==> src/rtl/tmr_pkg.sv <==
// Package: shared register map, mode layout and event bit positions for the
// timer compare output controller. Assumes two channels and a 16-bit bus.
package tmr_pkg;
    localparam int CH_N   = 2;
    localparam int ADDR_W = 3;
    localparam int DATA_W = 16;
    localparam int MODE_W = 8;

    localparam int A_MODE   = 0;
    localparam int A_PERIOD = 1;
    localparam int A_CMP0   = 2;
    localparam int A_EVT    = 4;
    localparam int A_FLAGS  = 5;
    localparam int A_COUNT  = 6;

    localparam int EV_OVF = 0;
    localparam int EV_CH0 = 1;
    localparam int EV_TRG = 6;

    typedef enum logic [2:0] {
        OC_OFF  = 3'd0,
        OC_SET  = 3'd1,
        OC_CLR  = 3'd2,
        OC_TOG  = 3'd3,
        OC_LOW  = 3'd4,
        OC_HIGH = 3'd5,
        OC_PWMA = 3'd6,
        OC_PWMB = 3'd7
    } oc_t;

    localparam logic [1:0] DIR_OUT = 2'b00;

    typedef struct packed {
        oc_t        oc;
        logic       buf_en;
        logic       imm_en;
        logic [1:0] dir;
    } ch_mode_t;
endpackage

==> src/rtl/tmr_counter.sv <==
// Module: up counter with period reload. Counts while run is high, reloads
// to zero at or above the period, and clears on a software overflow event.
// Assumes the period register is stable relative to the count.
module tmr_counter #(
    parameter int CNT_W = 16
) (
    input  logic             clk,
    input  logic             rst_n,
    input  logic             run,
    input  logic             sw_ovf,
    input  logic [CNT_W-1:0] period,
    output logic [CNT_W-1:0] cnt,
    output logic             ovf_evt
);
    logic wrap;

    // Detect the natural reload point.
    always_comb wrap = run && (cnt >= period);

    // Combine natural and software overflow into one event.
    always_comb ovf_evt = wrap || sw_ovf;

    // Advance, reload or clear the count.
    always_ff @(posedge clk) begin
        if (!rst_n)        cnt <= '0;
        else if (ovf_evt)  cnt <= '0;
        else if (run)      cnt <= cnt + 1'b1;
    end
endmodule

==> src/rtl/tmr_chan_out.sv <==
// Module: one compare channel. Detects matches, keeps the output level
// register and selects the pin drive from the 3-bit output-control code.
// Assumes the compare value is the active (not shadow) one.
module tmr_chan_out
    import tmr_pkg::*;
#(
    parameter int CNT_W = 16
) (
    input  logic             clk,
    input  logic             rst_n,
    input  logic             run,
    input  logic             sw_ch,
    input  ch_mode_t         mode,
    input  logic [CNT_W-1:0] cnt,
    input  logic [CNT_W-1:0] cmp,
    output logic             ch_out,
    output logic             match_evt
);
    logic is_out;
    logic act;
    logic below;
    logic lvl_q;

    // Decode direction and compare conditions.
    always_comb begin
        is_out    = (mode.dir == DIR_OUT);
        match_evt = run && is_out && (cnt == cmp);
        act       = match_evt || (sw_ch && mode.imm_en && is_out);
        below     = (cnt < cmp);
    end

    // Update the level register on matches and forced codes.
    always_ff @(posedge clk) begin
        if (!rst_n) lvl_q <= 1'b0;
        else begin
            case (mode.oc)
                OC_SET:  if (act) lvl_q <= 1'b1;
                OC_CLR:  if (act) lvl_q <= 1'b0;
                OC_TOG:  if (act) lvl_q <= ~lvl_q;
                OC_LOW:  lvl_q <= 1'b0;
                OC_HIGH: lvl_q <= 1'b1;
                default: lvl_q <= lvl_q;
            endcase
        end
    end

    // Select the pin drive from the code.
    always_comb begin
        if (!is_out) ch_out = 1'b0;
        else begin
            case (mode.oc)
                OC_OFF:  ch_out = 1'b0;
                OC_LOW:  ch_out = 1'b0;
                OC_HIGH: ch_out = 1'b1;
                OC_PWMA: ch_out = below;
                OC_PWMB: ch_out = ~below;
                default: ch_out = lvl_q;
            endcase
        end
    end
endmodule

==> src/rtl/tmr_regs.sv <==
// Module: register file. Holds modes, period and compare values (with
// shadows), decodes write-only software events and keeps the sticky flags.
// Assumes CNT_W does not exceed the 16-bit data bus.
module tmr_regs
    import tmr_pkg::*;
#(
    parameter int CNT_W = 16
) (
    input  logic                   clk,
    input  logic                   rst_n,
    input  logic                   wr_en,
    input  logic [ADDR_W-1:0]      addr,
    input  logic [DATA_W-1:0]      wdata,
    input  logic                   ovf_evt,
    input  logic [CH_N-1:0]        match_evt,
    input  logic [CNT_W-1:0]       cnt,
    output ch_mode_t               mode [CH_N],
    output logic [CNT_W-1:0]       period,
    output logic [CNT_W-1:0]       cmp_act [CH_N],
    output logic                   sw_ovf,
    output logic [CH_N-1:0]        sw_ch,
    output logic [DATA_W-1:0]      rdata,
    output logic                   ovf_flag,
    output logic [CH_N-1:0]        ch_flag,
    output logic                   trg_flag
);
    logic                   evt_wr;
    logic                   flg_wr;
    logic                   sw_trg;
    logic [CNT_W-1:0]       cmp_shd [CH_N];
    logic [DATA_W-1:0]      mode_raw;
    logic [DATA_W-1:0]      flag_word;

    // Decode event-register and flag-register writes.
    always_comb begin
        evt_wr = wr_en && (addr == ADDR_W'(A_EVT));
        flg_wr = wr_en && (addr == ADDR_W'(A_FLAGS));
        sw_ovf = evt_wr && wdata[EV_OVF];
        sw_trg = evt_wr && wdata[EV_TRG];
    end

    // Hold mode and period registers.
    always_ff @(posedge clk) begin
        if (!rst_n) begin
            mode_raw <= '0;
            period   <= '1;
        end else if (wr_en) begin
            if (addr == ADDR_W'(A_MODE))   mode_raw <= wdata;
            if (addr == ADDR_W'(A_PERIOD)) period   <= wdata[CNT_W-1:0];
        end
    end

    for (genvar i = 0; i < CH_N; i++) begin : g_ch
        logic cmp_wr;

        // Map the mode byte and per-channel software event.
        always_comb begin
            mode[i]  = ch_mode_t'(mode_raw[i*MODE_W +: MODE_W-1]);
            sw_ch[i] = evt_wr && wdata[EV_CH0+i];
            cmp_wr   = wr_en && (addr == ADDR_W'(A_CMP0 + i));
        end

        // Stage compare writes and transfer on overflow.
        always_ff @(posedge clk) begin
            if (!rst_n) begin
                cmp_shd[i] <= '0;
                cmp_act[i] <= '0;
            end else begin
                if (cmp_wr) cmp_shd[i] <= wdata[CNT_W-1:0];
                if (cmp_wr && !mode[i].buf_en)      cmp_act[i] <= wdata[CNT_W-1:0];
                else if (ovf_evt && mode[i].buf_en) cmp_act[i] <= cmp_shd[i];
            end
        end

        // Keep the sticky channel flag; a set beats a clear.
        always_ff @(posedge clk) begin
            if (!rst_n) ch_flag[i] <= 1'b0;
            else if (match_evt[i] || sw_ch[i]) ch_flag[i] <= 1'b1;
            else if (flg_wr && wdata[EV_CH0+i]) ch_flag[i] <= 1'b0;
        end
    end

    // Keep the sticky overflow and trigger flags.
    always_ff @(posedge clk) begin
        if (!rst_n) begin
            ovf_flag <= 1'b0;
            trg_flag <= 1'b0;
        end else begin
            if (ovf_evt)                     ovf_flag <= 1'b1;
            else if (flg_wr && wdata[EV_OVF]) ovf_flag <= 1'b0;
            if (sw_trg)                      trg_flag <= 1'b1;
            else if (flg_wr && wdata[EV_TRG]) trg_flag <= 1'b0;
        end
    end

    // Assemble the flag word in event-register bit positions.
    always_comb begin
        flag_word = '0;
        flag_word[EV_OVF] = ovf_flag;
        flag_word[EV_TRG] = trg_flag;
        for (int i = 0; i < CH_N; i++) flag_word[EV_CH0+i] = ch_flag[i];
    end

    // Drive the read mux; the event register reads as zero.
    always_comb begin
        rdata = '0;
        case (int'(addr))
            A_MODE:   rdata = mode_raw & 16'h7F7F;
            A_PERIOD: rdata = DATA_W'(period);
            A_CMP0:   rdata = DATA_W'(cmp_act[0]);
            A_CMP0+1: rdata = DATA_W'(cmp_act[1]);
            A_FLAGS:  rdata = flag_word;
            A_COUNT:  rdata = DATA_W'(cnt);
            default:  rdata = '0;
        endcase
    end
endmodule

==> src/rtl/tmr_cmp_out.sv <==
// Module: top of the timer compare output controller. Wires the register
// file, the counter and one output channel per compare unit.
// Assumes a single clock and synchronous active-low reset.
module tmr_cmp_out
    import tmr_pkg::*;
#(
    parameter int CNT_W = 16
) (
    input  logic              clk,
    input  logic              rst_n,
    input  logic              run_i,
    input  logic              wr_en,
    input  logic [2:0]        addr,
    input  logic [15:0]       wdata,
    output logic [15:0]       rdata,
    output logic [1:0]        ch_out,
    output logic              ovf_flag,
    output logic [1:0]        ch_flag,
    output logic              trg_flag
);
    ch_mode_t          mode [CH_N];
    logic [CNT_W-1:0]  period_q;
    logic [CNT_W-1:0]  cnt_q;
    logic [CNT_W-1:0]  cmp_act [CH_N];
    logic              sw_ovf;
    logic [CH_N-1:0]   sw_ch;
    logic              ovf_evt;
    logic [CH_N-1:0]   match_evt;

    tmr_regs #(.CNT_W(CNT_W)) u_regs (
        .clk(clk), .rst_n(rst_n), .wr_en(wr_en), .addr(addr), .wdata(wdata),
        .ovf_evt(ovf_evt), .match_evt(match_evt), .cnt(cnt_q),
        .mode(mode), .period(period_q), .cmp_act(cmp_act),
        .sw_ovf(sw_ovf), .sw_ch(sw_ch), .rdata(rdata),
        .ovf_flag(ovf_flag), .ch_flag(ch_flag), .trg_flag(trg_flag)
    );

    tmr_counter #(.CNT_W(CNT_W)) u_cnt (
        .clk(clk), .rst_n(rst_n), .run(run_i), .sw_ovf(sw_ovf),
        .period(period_q), .cnt(cnt_q), .ovf_evt(ovf_evt)
    );

    for (genvar i = 0; i < CH_N; i++) begin : g_out
        tmr_chan_out #(.CNT_W(CNT_W)) u_ch (
            .clk(clk), .rst_n(rst_n), .run(run_i), .sw_ch(sw_ch[i]),
            .mode(mode[i]), .cnt(cnt_q), .cmp(cmp_act[i]),
            .ch_out(ch_out[i]), .match_evt(match_evt[i])
        );
    end
endmodule

==> config.mk <==
export PLATFORM = sky130hd
export DESIGN_NAME = tmr_cmp_out
export DESIGN_NICKNAME = d
export VERILOG_FILES = /design/src/rtl/tmr_pkg.sv /design/src/rtl/tmr_counter.sv /design/src/rtl/tmr_chan_out.sv /design/src/rtl/tmr_regs.sv /design/src/rtl/tmr_cmp_out.sv
export SDC_FILE = /design/constraint.sdc
export NUM_CORES = 1
export LEC_CHECK = 0
export ABC_AREA = 1
export BUFFER_PORTS_ARGS = -buffer_cell sky130_fd_sc_hd__buf_2
export CAP_MARGIN = 20
export CORE_ASPECT_RATIO = 0.6
export CORE_MARGIN = 2
export CORE_UTILIZATION = 33
export DETAILED_ROUTE_END_ITERATION = 6
export HOLD_SLACK_MARGIN = 0.02
export PLACE_DENSITY = 0.53
export SYNTH_ARGS = -nofsm -noshare
export SYNTH_HDL_FRONTEND = slang
export SYNTH_SLANG_ARGS = --single-unit
==> constraint.sdc <==
create_clock -name clk -period 2.7 [get_ports clk]
set_clock_uncertainty 0.15 [all_clocks]
set_input_delay 0.27 -clock clk [delete_from_list [all_inputs] [get_ports clk]]
set_output_delay 0.27 -clock clk [all_outputs]
set_load 0.1 [all_outputs]
==> qor.txt <==
Cell taking the most area after synthesis: dfxtp_1
Syn avg cell area: 7.365 sq um
PwrDens: 580.2 mW/mm^2
Clk slew on worst S/H paths: 0.06 ns
GPL Wtd Cong: 0.9068
Setup CP Type: reg2out
Total grt overflow: 0
Initial antenna violation count: 1
Final Core Density: 43.51%
Final worst setup slack: -0.04842 ns
Layout area overhead: 30.23%
Largest net degree at the start of global routing: 68
Core area: 0.01982 sq mm
Diodes inserted: 0
Worst EP required: 2.28 ns
I/O pins: 45
Final setup vio count: 1
Wire per inst: 18.83 um
Synth warn: 0
Register area share after synthesis: 39.91%
DR vias: 6,469
CTS tree: done
H-tree Lvls: 4
Critical path peak fanout: 2
Root Driver: clkbuf_16
Die Area: 0.02125 sq mm
Total GRT Usage: 22.93%
Worst path arrival time: 2.33 ns
Initial Util: 33.41%
Pre-CTS setup slack: 0.1505 ns
Max Cap Violations: 0
Worst skew pair latency: 0.42 ns
Synth Net Count: 971
Outcome: complete, but fails checks
Post-synth EDFFs: 32
Vias in the first global route: 5,729
Peak supply drop: 0.4187 mV
Fin crit share: 101.8%
Final hold slack: 0.04155 ns
First-pass DRT Iterations: 5
Antenna violation net count after detailed routing: 0
Critical Path, Cell by Cell: inv_1 > ha_1 > nand2_1 > inv_1 > nand3_1 > nor3_4 > nand2_1 > nand3_1 > nand2_2 > a21oi_4 > buf_12
Number of synthesized register bits: 116
Critical path's top delay family: simple AND/OR/NAND/NOR gates
Buffers and inverters on the worst path: 3
Most frequent cells after synthesis: nand2_1, inv_1, nor2_1, a21oi_1, dfxtp_1
Hpwl dp: 17,810 um
Share of cells above drive strength 1: 17.93%
Die height: 113.7 um
Setup TNS: -0.04842 ns
CTS max path bufs: 2
Tightest Pin Transition: 0.7777 ns
Cells after Synth: 899
Distinct cells, synth: 36
Crit. End Element: output pin
Slowest stage delay, CP: 0.34 ns
Final Hold Viols: 0
Via density: 5.134
Leakage: 3.954 nW
Layout fillers: 2,029
DIE WIDTH: 186.9 um
Layout Nets: 1,046
Initial DRC Count: 686
First-pass GRT wire length: 36,010 um
RSZ-0062 raised after global routing: yes
Period minus WS final: 2.748 ns
Primary FF master, synth: dfxtp_1
Worst hold path class: in2reg
Max Freq: 0.3638 GHz
FP Rows: 40
Final wirelength: 23,730 um
CP max stage cell: dfxtp_1
Top-count cell post-synth: nand2_1
Top area cells in the synthesized netlist: dfxtp_1, edfxtp_1, nand2_1, ha_1, a21oi_1
Area fraction of the dominant cell type after synthesis: 25.40%
IO buf count: 44
Post-synth ARST share: 0%
Max-slew headroom: 48.16%
Total power: 5.003 mW
Kind of start point of the critical path: register
Residual DRC: 0
Number of buffers created by CTS: 17
Violated checks: negative setup slack
Clk sinks: 116
Slew Viols, Final: 0
Synthesized area: 0.006621 sq mm
power breakdown:
| group | switching (mW) | internal, mW | leakage (nW) |
|---|---|---|---|
| clock network | 0.846 | 1.48 | 0.291 |
| logic | 0.533 | 0.250 | 2.66 |
| registers | 0.0298 | 1.86 | 1.00 |
metrics by stage:
stage | std cells | area (sq um)
after floorplan | 899 | 6684
after global placement | 1211 | 7659
after detailed placement | 1211 | 7659
after CTS | 1260 | 8603
after global routing | 1260 | 8623
final | 1260 | 8623
layer usage:
metal / GRT usage [%] / share of wire (%)
met1: 36.91 / 52
met2: 28.60 / 37
met3: 6.492 / 11
met4: 5.820 / 0.90
met5: 0 / 0
final cells by class:
type                    count  area (sq um)  area share (%)
multi-input cells         619          3580           41.51
flip-flops and latches    116          2668           30.93
repair buffers             97         970.9           11.26
clock buffers              24         503.0           5.833
inverters                 123         461.7           5.354
well taps                 273         341.6           3.961
clock inverters             8         98.84           1.146
flip-flops by register name (all words and copies together) (netlist names):
register	flops
u_regs.cmp_act	32
u_regs.cmp_shd	32
u_cnt.cnt	16
u_regs.period	16
u_regs.mode_raw	14
g_out.u_ch.lvl_q	2
u_regs.ch_flag	2
u_regs.ovf_flag	1
u_regs.trg_flag	1
cell families after synthesis:
family          count (synthesis)  share of synthesized area, %
simple gates                  349                         22.05
compound gates                217                         18.56
buf+inv                       164                         9.694
flops                         116                         39.91
fa+ha+maj                      49                         9.259
xor+xnor                        4                        0.5292
cell usage in the layout, fill, tap and decap left out, types with 3 or more instances in the layout:
master           n
a21oi_1         85
a21oi_2          7
buf_12          22
buf_2           26
buf_4           37
clkbuf_1         3
clkbuf_16       18
clkbuf_8         3
clkinv_2         3
dfxtp_1         70
dfxtp_2         11
dfxtp_4          3
dlygate4sd3_1   10
edfxtp_1        32
ha_1            41
ha_4             8
inv_1          118
inv_2            5
nand2_1        176
nand3_1         47
nand4_1          4
nor2_1          95
nor2_2           4
nor3_1          10
nor3_4           3
o211ai_1        22
o21ai_0         39
o21ai_1         24
o221ai_2         9
o22ai_1         15
xor2_1           3
final timing paths:
path | start | slack (ns) | to | depth (start not counted)
worst min register to register | g_out[0].u_ch.lvl_q | 0.33 | g_out[0].u_ch.lvl_q | 2
worst max register to register | u_regs.cmp_act[6] | 0.18 | g_out[1].u_ch.lvl_q | 17
worst min-delay path | wdata[12] | 0.04 | u_regs.period[12] | 3
worst max-delay path | u_regs.cmp_act[30] | -0.05 | ch_out[0] | 11
tightest hold or removal path: stages:
cell and delay [ns]:
buf_2 0.17, nand2_1 0.07, o211ai_1 0.07
timing repair:
action	4_1_cts	5_1_grt
endpoints found under the setup margin	2	3
hold buffers	10	0
endpoints found under the hold margin	11	0
pin swaps	13	2
setup buffers	10	0
gates resized for setup	49	8
Power figures use the tool's default switching activity.
